[src/rtl/spi_cmd_pkg.sv]
package spi_cmd_pkg;
  localparam int DATA_W     = 8;
  localparam int FIFO_DEPTH = 8;
  localparam int PTR_W      = $clog2(FIFO_DEPTH);
  localparam int CNT_W      = 4;
  localparam int ADDR_W     = 4;

  localparam logic [ADDR_W-1:0] ADDR_OPCODE = 4'h0;
  localparam logic [ADDR_W-1:0] ADDR_COUNT  = 4'h1;
  localparam logic [ADDR_W-1:0] ADDR_CTRL   = 4'h2;
  localparam logic [ADDR_W-1:0] ADDR_STATUS = 4'h3;
  localparam logic [ADDR_W-1:0] ADDR_DATA   = 4'hC;
  localparam logic [ADDR_W-1:0] ADDR_PTR    = 4'hD;

  localparam int EXEC_BIT = 0;
  localparam int PRST_BIT = 4;

  // strobes from the sequencer to the datapath
  typedef struct packed {
    logic             loadOp;
    logic             loadTx;
    logic             loadZero;
    logic             sample;
    logic             shift;
    logic             storeRx;
    logic [PTR_W-1:0] txIdx;
    logic [PTR_W-1:0] rxIdx;
  } engStrobe_t;
endpackage

[src/rtl/spi_cmd_ctrl.sv]
module spi_cmd_ctrl
  import spi_cmd_pkg::*;
#(
  parameter int DIV_HALF = 2
) (
  input  logic             clk,
  input  logic             rstN,
  input  logic             start,
  input  logic [CNT_W-1:0] txCnt,
  input  logic [CNT_W-1:0] rxCnt,
  output logic             busy,
  output logic             sclk,
  output logic             csN,
  output engStrobe_t       strb
);
  localparam int DIV_W  = (DIV_HALF > 1) ? $clog2(DIV_HALF) : 1;
  localparam int BYTE_W = CNT_W + 1;

  typedef enum logic [1:0] {ST_IDLE, ST_XFER, ST_TAIL} ctrlState_t;

  ctrlState_t        state;
  logic [DIV_W-1:0]  divCnt;
  logic [2:0]        bitCnt;
  logic [BYTE_W-1:0] byteNum;
  logic              sclkQ;
  logic              csNQ;
  logic              divHit;
  logic [BYTE_W-1:0] lastByte;
  logic [BYTE_W-1:0] txWide;

  assign divHit   = (divCnt == DIV_W'(DIV_HALF - 1));
  assign txWide   = BYTE_W'(txCnt);
  assign lastByte = txWide + BYTE_W'(rxCnt);
  assign busy     = (state != ST_IDLE);
  assign sclk     = sclkQ;
  assign csN      = csNQ;

  always_comb begin
    strb = '0;
    case (state)
      ST_IDLE: strb.loadOp = start;
      ST_XFER: begin
        if (divHit) begin
          if (!sclkQ) begin
            strb.sample = 1'b1;
          end else if (bitCnt == 3'd7) begin
            strb.storeRx = (byteNum > txWide);
            strb.rxIdx   = PTR_W'(byteNum - BYTE_W'(1));
            if (byteNum != lastByte) begin
              if (byteNum < txWide) begin
                strb.loadTx = 1'b1;
                strb.txIdx  = PTR_W'(byteNum);
              end else begin
                strb.loadZero = 1'b1;
              end
            end
          end else begin
            strb.shift = 1'b1;
          end
        end
      end
      default: ;
    endcase
  end

  always_ff @(posedge clk or negedge rstN) begin
    if (!rstN) begin
      state   <= ST_IDLE;
      divCnt  <= '0;
      bitCnt  <= '0;
      byteNum <= '0;
      sclkQ   <= 1'b0;
      csNQ    <= 1'b1;
    end else begin
      case (state)
        ST_IDLE: begin
          if (start) begin
            state   <= ST_XFER;
            csNQ    <= 1'b0;
            divCnt  <= '0;
            bitCnt  <= '0;
            byteNum <= '0;
            sclkQ   <= 1'b0;
          end
        end
        ST_XFER: begin
          if (divHit) begin
            divCnt <= '0;
            if (!sclkQ) begin
              sclkQ <= 1'b1;
            end else begin
              sclkQ <= 1'b0;
              if (bitCnt == 3'd7) begin
                bitCnt <= '0;
                if (byteNum == lastByte) state <= ST_TAIL;
                else byteNum <= byteNum + BYTE_W'(1);
              end else begin
                bitCnt <= bitCnt + 3'd1;
              end
            end
          end else begin
            divCnt <= divCnt + DIV_W'(1);
          end
        end
        ST_TAIL: begin
          if (divHit) begin
            divCnt <= '0;
            csNQ   <= 1'b1;
            state  <= ST_IDLE;
          end else begin
            divCnt <= divCnt + DIV_W'(1);
          end
        end
        default: state <= ST_IDLE;
      endcase
    end
  end
endmodule

[src/rtl/spi_cmd_dp.sv]
module spi_cmd_dp
  import spi_cmd_pkg::*;
(
  input  logic              clk,
  input  logic              rstN,
  input  logic [ADDR_W-1:0] regAddr,
  input  logic              regWrEn,
  input  logic [DATA_W-1:0] regWrData,
  input  logic              regRdEn,
  output logic [DATA_W-1:0] regRdData,
  input  logic              busy,
  input  engStrobe_t        strb,
  input  logic              miso,
  output logic [CNT_W-1:0]  txCnt,
  output logic [CNT_W-1:0]  rxCnt,
  output logic              start,
  output logic              shiftMsb,
  output logic [DATA_W-1:0] opcode,
  output logic [PTR_W-1:0]  ptr
);
  logic [DATA_W-1:0] opcodeQ;
  logic [DATA_W-1:0] countQ;
  logic [PTR_W-1:0]  ptrQ;
  logic [DATA_W-1:0] shiftQ;
  logic              misoQ;
  logic [DATA_W-1:0] fifoMem [FIFO_DEPTH];

  logic swWr, ptrRst, dataWr, dataRd;
  logic [DATA_W-1:0] rxByte;

  assign swWr   = regWrEn && !busy;
  assign start  = swWr && (regAddr == ADDR_CTRL) && regWrData[EXEC_BIT];
  assign ptrRst = swWr && (regAddr == ADDR_CTRL) && regWrData[PRST_BIT];
  assign dataWr = swWr && (regAddr == ADDR_DATA);
  assign dataRd = regRdEn && !busy && (regAddr == ADDR_DATA);
  assign rxByte = {shiftQ[DATA_W-2:0], misoQ};

  assign txCnt    = countQ[CNT_W-1:0];
  assign rxCnt    = countQ[DATA_W-1:CNT_W];
  assign shiftMsb = shiftQ[DATA_W-1];
  assign opcode   = opcodeQ;
  assign ptr      = ptrQ;

  always_ff @(posedge clk or negedge rstN) begin
    if (!rstN) begin
      opcodeQ <= '0;
      countQ  <= '0;
      ptrQ    <= '0;
    end else begin
      if (swWr && regAddr == ADDR_OPCODE) opcodeQ <= regWrData;
      if (swWr && regAddr == ADDR_COUNT)  countQ  <= regWrData;
      if (ptrRst) ptrQ <= '0;
      else if (dataWr || dataRd) ptrQ <= ptrQ + PTR_W'(1);
    end
  end

  always_ff @(posedge clk or negedge rstN) begin
    if (!rstN) begin
      for (int i = 0; i < FIFO_DEPTH; i++) fifoMem[i] <= '0;
    end else if (strb.storeRx) begin
      fifoMem[strb.rxIdx] <= rxByte;
    end else if (dataWr) begin
      fifoMem[ptrQ] <= regWrData;
    end
  end

  always_ff @(posedge clk or negedge rstN) begin
    if (!rstN) begin
      shiftQ <= '0;
      misoQ  <= 1'b0;
    end else begin
      if (strb.sample) misoQ <= miso;
      if (strb.loadOp)        shiftQ <= opcodeQ;
      else if (strb.loadTx)   shiftQ <= fifoMem[strb.txIdx];
      else if (strb.loadZero) shiftQ <= '0;
      else if (strb.shift)    shiftQ <= rxByte;
    end
  end

  always_comb begin
    case (regAddr)
      ADDR_OPCODE: regRdData = opcodeQ;
      ADDR_COUNT:  regRdData = countQ;
      ADDR_CTRL:   regRdData = {{(DATA_W-1){1'b0}}, busy};
      ADDR_STATUS: regRdData = {busy, {(DATA_W-1){1'b0}}};
      ADDR_DATA:   regRdData = fifoMem[ptrQ];
      ADDR_PTR:    regRdData = {{(DATA_W-PTR_W){1'b0}}, ptrQ};
      default:     regRdData = '0;
    endcase
  end
endmodule

[src/rtl/spi_cmd_engine.sv]
module spi_cmd_engine
  import spi_cmd_pkg::*;
#(
  parameter int DIV_HALF = 2
) (
  input  logic              clk,
  input  logic              rstN,
  input  logic [ADDR_W-1:0] regAddr,
  input  logic              regWrEn,
  input  logic [DATA_W-1:0] regWrData,
  input  logic              regRdEn,
  output logic [DATA_W-1:0] regRdData,
  output logic              sclk,
  output logic              csN,
  output logic              mosi,
  input  logic              miso
);
  engStrobe_t        strb;
  logic              busyW;
  logic              startW;
  logic              shiftMsbW;
  logic [CNT_W-1:0]  txCntW;
  logic [CNT_W-1:0]  rxCntW;
  logic [DATA_W-1:0] opcodeW;
  logic [PTR_W-1:0]  ptrW;

  spi_cmd_ctrl #(.DIV_HALF(DIV_HALF)) ctrlInst (
    .clk(clk), .rstN(rstN), .start(startW), .txCnt(txCntW), .rxCnt(rxCntW),
    .busy(busyW), .sclk(sclk), .csN(csN), .strb(strb)
  );

  spi_cmd_dp dpInst (
    .clk(clk), .rstN(rstN), .regAddr(regAddr), .regWrEn(regWrEn),
    .regWrData(regWrData), .regRdEn(regRdEn), .regRdData(regRdData),
    .busy(busyW), .strb(strb), .miso(miso), .txCnt(txCntW), .rxCnt(rxCntW),
    .start(startW), .shiftMsb(shiftMsbW), .opcode(opcodeW), .ptr(ptrW)
  );

  assign mosi = !csN && shiftMsbW;
endmodule

[config.mk]
export PLATFORM = sky130hd
export DESIGN_NAME = spi_cmd_engine
export DESIGN_NICKNAME = d
export VERILOG_FILES = /design/src/rtl/spi_cmd_pkg.sv /design/src/rtl/spi_cmd_ctrl.sv /design/src/rtl/spi_cmd_dp.sv /design/src/rtl/spi_cmd_engine.sv
export SDC_FILE = /design/constraint.sdc
export NUM_CORES = 1
export LEC_CHECK = 0
export BUFFER_PORTS_ARGS = -buffer_cell sky130_fd_sc_hd__buf_2
export CORE_MARGIN = 4
export CORE_UTILIZATION = 60
export CTS_BUF_LIST = sky130_fd_sc_hd__clkbuf_2
export DETAILED_ROUTE_END_ITERATION = 10
export MAX_ROUTING_LAYER = met4
export PLACE_DENSITY = 0.78
export SYNTH_ARGS = -nofsm -noshare
export SYNTH_HDL_FRONTEND = slang
export SYNTH_SLANG_ARGS = --single-unit
export TNS_END_PERCENT = 30
[constraint.sdc]
create_clock -name clk -period 3.05 [get_ports clk]
set_clock_uncertainty 0.15 [all_clocks]
set_input_delay 0 -clock clk [delete_from_list [all_inputs] [get_ports clk]]
set_output_delay 0 -clock clk [all_outputs]
set_load 0.1 [all_outputs]
==> reports/qor.yml, run 1 <==
status:
  status: "completed"
synthesis:
  synth_area_um2: 6790
  synth_flop_cell: "dfrtp_1"
  netlist_instances: 716
  syn-num-nets: 751
  asyncSetResetFlopFracSynth: 1.00
  seq_area_frac_synth: 0.387
  synth-simple-area-share: 0.160
  synth-compound-area-share: 0.238
  muxShareOfSynthArea: 0.0938
  adder_cell_share_of_the_synthesized_area: 0.0343
  ys.warnings.count: 0
  synthXorXnorAreaFrac: 0.0203
  synth-edff-count: 0
  synth_top_family_by_area: "compound AO/OA/AOI/OAI gates"
  cell_types_with_the_largest_area_share_after_synthesis: "dfrtp_1, o221ai_1, nand2_1"
  ys_seq_elements: 105
  syn-mean-instance-area_um2: 9.48
  synth_top_area_share: 0.383
  post-synth-top-area-cell: "dfrtp_1"
  synth_cell_type_count: 73
sta:
  worstMarginPinSlew_ns: 0.720
  worst_hold_slack_ns: 0.0363
  setup_total_negative_slack_ns: 0
  finalHoldViolations: 0
  post-route-period-util: 0.989
  maxClockFrequency_mhz: 331
  timing.final.setup_violations: 0
  timing_max_transition_violations_final: 0
  worst_setup_slack_after_layout_ns: 0.0325
  period_minus_slack_ns: 3.02
  grt_setup_unrepaired: "yes"
  slew_headroom: 0.519
routing:
  antenna_violating_nets_post_route: 0
  drt-pass1-iter-count: 5
  detailedRoute.firstIterationViolations: 787
  detail_route.drc_violations: 0
  route.vias.total: 6544
  route.final.wire_length_um: 23900
  wl_per_cell_um: 25.2
  detail_route.vias_per_cell: 6.90
worst_setup_path:
  r2r_setup_slack_ns: 0.05
  cell_chain_of_the_critical_path: "and2_1 -> nor2b_1 -> buf_4 -> a22o_1 -> nor3_2 -> o221ai_1 -> clkbuf_4"
  worst_path_largest_cell_delay_ns: 0.65
  timing.critical_path.buf_inv: 2
  worst_ep_required_time_ns: 2.90
  critical_path.startpoint_type: "register"
  critical-path-top-delay-family: "simple AND/OR/NAND/NOR gates"
  worst_r2r_endpoint: "dpInst.shiftQ[1]$_DFFE_PN0P_"
  worst_ep_arrival_time_ns: 2.87
  worst-path-max-fanout: 14
  timing.setup.critical_path_class: "reg -> out"
  timing.rr.start: "dpInst.countQ[0]$_DFFE_PN0P_"
  worst_path_max_delay_cell: "dfrtp_4"
  crit_path_end_kind: "output port"
  timing.critical_path.depth: 7
  worstRegToRegCells: 11
grt:
  gr-usage-all-layers: 0.393
  gr-total-overflow: 0
  antenna_violations_before_repair: 0
  wire_length_of_the_first_global_routing_pass_um: 38000
  grt_start_max_net_pins: 106
  number_of_global_route_vias_before_repair: 6724
final_layout:
  stdcell_count: 948
  stdcell_area_um2: 7990
  post_route_cells_drive_above_1_share: 0.233
  final_nets: 838
  area_growth_pct: 17.7
  diodes: 0
floorplan:
  row_count: 38
  initial_core_util: 0.621
  die_w_um: 114
  die_y_um: 114
  floorplan.io_pins: 28
  die-area_um2: 13100
  core_area_um2: 10900
clocking:
  cts-buffers-inserted: 9
  insertion_delay_ns: 0.66
  clock_tree.root_cell: "clkbuf_2"
  clock_pin_slew_on_the_worst_setup_and_hold_paths_ns: 0.29
  clock_sinks: 105
  cts_max_level: 3
  cts_tree: "built"
  clockBufferDepth: 2
power:
  power.leakage_nw: 3.55
  vdd_ir_drop_max_mv: 0.878
  power_per_cell_area_nw_per_um2: 855
min_path:
  min_delay_worst_endpoint: "dpInst.countQ[1]$_DFFE_PN0P_"
  worstHoldPathType: "in -> reg"
  timing.hold.worst.start: "regAddr[0]"
  number_of_instances_on_the_worst_hold_path: 5
place:
  detailedPlace.worstSlack_ns: -0.0439
  globalplace.congestion: 0.973
  cell_count_after_placement: 896
  dpl.hpwl_um: 17500
  place.port_buffers: 27
  placement.cell_area_um2: 7360
run:
  drv.max_cap_violation_count: 0
## worst min-delay path: stages
cell	delay, ns
buf_2	0.16
nor4b_1	0.16
buf_4	0.17
and2_4	0.19
o21ai_0	0.16
## logic make-up (layout without fill, tap and decap cells)
group / after synthesis / after routing
DFF: 105 / 105
xor gates and xnor gates: 14 / 14
buffers and inverters: 110 / 202
adders and majority gates: 18 / 18
and+or+nand+nor: 208 / 208
AOI/OAI and AO/OA: 211 / 211
muxes: 50 / 50
## synthesized netlist by cell type (6+ instances only)
| master | count |
|---|---|
| and2_1 | 8 |
| nor2b_1 | 9 |
| o21ai_1 | 6 |
| a221oi_1 | 8 |
| inv_1 | 69 |
| a21o_1 | 7 |
| o21ai_0 | 25 |
| a22o_1 | 22 |
| nor2_1 | 32 |
| buf_1 | 12 |
| mux2_2 | 24 |
| mux2i_1 | 16 |
| a211oi_1 | 6 |
| ha_1 | 17 |
| nor3_1 | 9 |
| nand2_1 | 100 |
| xnor2_1 | 8 |
| a22oi_1 | 15 |
| buf_2 | 9 |
| nand3_1 | 9 |
| nand4_1 | 7 |
| o2111ai_1 | 7 |
| a21oi_1 | 21 |
| mux4_2 | 8 |
| o211ai_1 | 7 |
| dfrtp_1 | 104 |
| clkbuf_1 | 16 |
| o221ai_1 | 56 |
## state kept, by name (all words and copies together) (netlist names)
signal and flops:
dpInst.shiftQ 8, ctrlInst.byteNum 5, dpInst.fifoMem 64, dpInst.ptr 3, dpInst.misoQ 1, ctrlInst.sclk 1, dpInst.opcode 8, ctrlInst.bitCnt 3
dpInst.countQ 8, ctrlInst.state 2, ctrlInst.csN 1, ctrlInst.divCnt 1
## layer usage
metal | track usage | share of wire
met5 | - | 0
met4 | 0.171 | 0.044
met3 | 0.0867 | 0.10
met2 | 0.608 | 0.47
met1 | 0.497 | 0.39
## cells in the final DEF (no fill, tap or decap), types with 21 or more instances in the layout
cell type / n
a21oi_1: 21
a22o_1: 22
buf_2: 22
buf_4: 58
dfrtp_1: 101
dlygate4sd3_1: 29
inv_1: 68
mux2_2: 24
nand2_1: 99
nor2_1: 31
o21ai_0: 23
o221ai_1: 56
## per-stage QoR
| stage | power [mW] | util |
|---|---|---|
| 3_5_place_dp | 5.72 | 0.673 |
| 5_1_grt | 7.19 | 0.731 |
| 2_1_floorplan | 4.59 | - |
| 6_report | 6.83 | 0.731 |
| 3_3_place_gp | 5.62 | 0.673 |
| 4_1_cts | 6.55 | 0.714 |
## layout make-up
| type | count | area (um^2) |
|---|---|---|
| multi-input cells | 501 | 3840 |
| fillers | 803 | 2950 |
| flip-flops and latches | 105 | 2640 |
| repair buffers | 116 | 940 |
| inverters | 70 | 263 |
| well taps | 140 | 175 |
| clock inverters | 5 | 80.1 |
| clock buffers | 11 | 55.1 |
## what timing repair did
item,4_1_cts,5_1_grt
setup buffers,1,6
pin swaps,1,3
gates resized for setup,9,27
hold endpoints to repair,194,1
cloned,0,0
setup endpoints to repair,7,44
hold buffers,28,1
## how the worst max path moves through the flow
stage	start	end	slack, ns
global route	dpInst.ptr[1]$_DFFE_PN0P_	regRdData[6]	-0.04
global placement	dpInst.countQ[4]$_DFFE_PN0P_	dpInst.shiftQ[0]$_DFFE_PN0P_	0.05
finish	dpInst.ptr[2]$_DFFE_PN0P_	regRdData[1]	0.03
detailed placement	dpInst.countQ[4]$_DFFE_PN0P_	dpInst.shiftQ[0]$_DFFE_PN0P_	-0.04
CTS	dpInst.ptr[1]$_DFFE_PN0P_	regRdData[0]	0.003
floorplan	dpInst.ptr[2]$_DFFE_PN0P_	regRdData[4]	-0.53
## power by group
group	internal [mW]	switching [mW]
clock network	0.275	0.482
registers	1.78	0.654
logic	1.49	2.15
No activity file was read; power rests on OpenSTA's default activity.
==> run 2: changes to the inputs <==
--- a/config.mk
+++ b/config.mk
@@ -5,6 +5,7 @@
 export SDC_FILE = /design/constraint.sdc
 export NUM_CORES = 1
 export LEC_CHECK = 0
+export ABC_AREA = 1
 export BUFFER_PORTS_ARGS = -buffer_cell sky130_fd_sc_hd__buf_2
 export CORE_MARGIN = 4
 export CORE_UTILIZATION = 60
==> run 2 against run 1 <==
Via count up 12%. Routed wire length down 0.52%. Area after synthesis up 4.4%. Utilization down 2.4 points. Largest cell class unchanged. Highest routed layer unchanged.
==> reports/qor.yml, run 2 <==
synthesis:
  synth_top_family_by_area: "simple AND/OR/NAND/NOR gates"
  adder_cell_share_of_the_synthesized_area: 0.0328  # -0.00145
  synth-edff-count: 0  # unchanged
  synth_cell_type_count: 51  # -30%
  synth_flop_cell: "dfrtp_1"
  post-synth-top-area-cell: "dfrtp_1"
  cell_types_with_the_largest_area_share_after_synthesis: "dfrtp_1, nand2_1, inv_1"
  ys.warnings.count: 0  # unchanged
  asyncSetResetFlopFracSynth: 1.00  # unchanged
  muxShareOfSynthArea: 0  # -0.0938
  synth_top_area_share: 0.367  # -0.0162
  synth_area_um2: 7090  # +4.4%
  yosys.cell_count.top_type: "nand2_1"
  synth-compound-area-share: 0.209  # -0.0298
  seq_area_frac_synth: 0.371  # -0.0163
  syn-mean-instance-area_um2: 7.51  # -21%
  synthXorXnorAreaFrac: 0.00371  # -0.0166
  synth_top_cells_by_count: "nand2_1, inv_1, dfrtp_1, nand3_1, o21ai_0"
  syn-num-nets: 979  # +30%
  ys_seq_elements: 105  # unchanged
  netlist_instances: 944  # +32%
  synth-simple-area-share: 0.277  # +0.117
clocking:
  cts_max_level: 3  # unchanged
  insertion_delay_ns: 0.64  # -0.02 ns
  clock_pin_slew_on_the_worst_setup_and_hold_paths_ns: 0.28  # about the same
  cts_tree: "built"
  clockBufferDepth: 2  # unchanged
  cts-buffers-inserted: 9  # unchanged
  clock_sinks: 105  # unchanged
  clock_tree.root_cell: "clkbuf_2"
final_layout:
  layout_commonest_cell: "nand2_1"
  post_route_cells_drive_above_1_share: 0.153  # -0.0797
  largest_register: "dpInst.fifoMem"
  filler_cell_count: 985  # +23%
  final_nets: 1050  # +25%
  stdcell_area_um2: 8110  # +1.5%
  area_growth_pct: 14.4
  diodes: 0  # unchanged
  largest_reg_flops: 64  # unchanged
  layout_common_cells: "nand2_1, inv_1, dfrtp_1"
  stdcell_count: 1163  # +23%
sta:
  slew_headroom: 0.597  # +0.0775
  period_minus_slack_ns: 3.05  # +0.0315 ns
  finalHoldViolations: 0  # unchanged
  timing_max_transition_violations_final: 0  # unchanged
  grt_setup_unrepaired: "yes"
  timing.final.setup_violations: 0  # unchanged
  maxClockFrequency_mhz: 328  # -1.0%
  post-route-period-util: 1.00  # +0.0103
  worstMarginPinSlew_ns: 0.597  # -0.122 ns
power:
  p_switching_mw: 3.26  # -0.66%
  vdd_ir_drop_max_mv: 0.924  # +5.1%
  power_per_cell_area_nw_per_um2: 812  # -5.1%
  power_mw: 6.58  # -3.6%
  power.leakage_nw: 3.85  # +8.4%
  internal-power_mw: 3.32  # -6.4%
  power_switching_share: 0.496  # +0.0149
  clockPowerShare: 0.129  # +0.018
  combPwrFrac: 0.547  # +0.014
  power_frac_seq: 0.324  # -0.032
grt:
  gr-total-overflow: 0  # unchanged
  gr-usage-all-layers: 0.373  # -0.0195
  number_of_global_route_vias_before_repair: 6895  # +2.5%
  antenna_violations_before_repair: 0  # unchanged
  grt_start_max_net_pins: 58  # -45%
  wire_length_of_the_first_global_routing_pass_um: 37400  # -1.6%
run:
  drv.max_cap_violation_count: 0  # unchanged
floorplan:
  floorplan.io_pins: 28  # unchanged
  row_count: 39  # +2.6%
  die_w_um: 117  # +2.0%
  die-area_um2: 13600  # +4.1%
  core_area_um2: 11500  # +4.9%
  initial_core_util: 0.618  # -0.00271
  die_y_um: 117  # +2.0%
routing:
  route.final.wire_length_um: 23800  # -0.52%
  detailedRoute.firstIterationViolations: 1238  # +57%
  wl_per_cell_um: 20.4  # -19%
  detail_route.drc_violations: 0  # unchanged
  route.vias.total: 7304  # +12%
  detail_route.vias_per_cell: 6.28  # -9.0%
  drt-pass1-iter-count: 6  # +1
  antenna_violating_nets_post_route: 0  # unchanged
place:
  place.port_buffers: 27  # unchanged
  placement.cell_area_um2: 7510  # +2.1%
  cell_count_after_placement: 1115  # +24%
  globalplace.congestion: 1.02  # +5.2%
  dpl.hpwl_um: 17400  # -0.63%
worst_setup_path:
  crit_path_end_kind: "output port"
  timing.setup.critical_path_class: "reg -> out"
  worst_ep_required_time_ns: 2.90  # about the same
  critical_path.startpoint_type: "register"
  worst-path-max-fanout: 7  # -7
  worst_ep_arrival_time_ns: 2.90  # +0.03 ns
min_path:
  worstHoldPathType: "in -> reg"
status:
  status: "completed"
run 2: cell count changes in the layout (fill, tap and decap cells not counted), sizes merged, moves of 13 or more:
cell | before | now
nand2 | 101 | 222
nand3 | 10 | 101
inv | 70 | 148
o21ai | 35 | 84
o221ai | 56 | 22
o22ai | 3 | 34
nand4 | 7 | 36
mux2 | 26 | 0
a22o | 22 | 0
buf | 85 | 69
mux2i | 16 | 0
nor2 | 33 | 46
run 2: logic make-up after synthesis:
group / count (synthesis)
simple gates: 418
compound gates: 216
buf+inv: 184
flops: 105
fa+ha+maj: 18
xor+xnor: 3
run 2: final timing paths:
check / from / to / slack (ns) / cells past startpoint
setup / recovery: dpInst.ptr[0]$_DFFE_PN0P_ / regRdData[0] / 0.0009 / 7
hold / removal: regAddr[3] / dpInst.countQ[6]$_DFFE_PN0P_ / 0.08 / 6
setup reg to reg: ctrlInst.state[0]$_DFFE_PN0P_ / dpInst.ptr[1]$_DFFE_PN0P_ / 0.10 / 9
hold reg to reg: dpInst.shiftQ[3]$_DFFE_PN0P_ / dpInst.shiftQ[3]$_DFFE_PN0P_ / 0.37 / 2
max in group asynchronous: rstN / dpInst.fifoMem[61]$_DFFE_PN0P_ / 2.16 / 4
min in group asynchronous: rstN / ctrlInst.csN$_DFFE_PN1P_ / 0.25 / 3
run 2: layout make-up:
cell class                      instances  area, um^2  area share
Tap cell                              143         179      0.0221
Clock buffer                            9        45.0     0.00555
Timing Repair Buffer                   95         763      0.0941
Clock inverter                          7         116      0.0143
Multi-Input combinational cell        655        3810       0.470
Inverter                              149         563      0.0694
Sequential cell                       105        2630       0.325
run 2: through the flow:
| step | setup TNS (ns) | worst slack, ns | util | hold slack, ns |
|---|---|---|---|---|
| floorplan | 0 | 0.358 | - | -0.446 |
| global placement | 0 | 0.272 | 0.655 | -0.0242 |
| detailed placement | 0 | 0.233 | 0.655 | -0.0215 |
| CTS | -0.00107 | -0.00107 | 0.695 | 0.0235 |
| global route | -0.514 | -0.0927 | 0.707 | 0.101 |
| finish | 0 | 0.000919 | 0.707 | 0.0848 |
run 2: timing repair:
action,CTS,global route
resized for setup,10,18
pin swaps,0,2
hold buffers,25,0
setup endpoints to repair,6,17
buffers inserted,0,7
endpoints found under the hold margin,195,0
run 2: worst max-delay path: stages (launching register included):
cell and delay [ns]:
dfrtp_2 0.56, inv_1 0.18, nand3_2 0.17, buf_4 0.17, o22ai_1 0.08, o41ai_1 0.57, o211ai_1 0.18, buf_2 0.34
run 2: per-layer routing:
metal,GRT usage,vias to the layer above,part of all wire
li1,-,3388,-
met1,0.484,3330,0.39
met2,0.556,492,0.45
met3,0.0927,94,0.11
met4,0.161,0,0.048
met5,-,-,0
run 2: power by group through the flow:
stage	logic, mW	registers (mW)	clock network, mW
2_1_floorplan	2.21	2.12	0
3_3_place_gp	3.20	2.12	0
3_5_place_dp	3.23	2.13	0
4_1_cts	3.31	2.11	0.861
5_1_grt	3.92	2.18	0.912
6_report	3.60	2.13	0.851
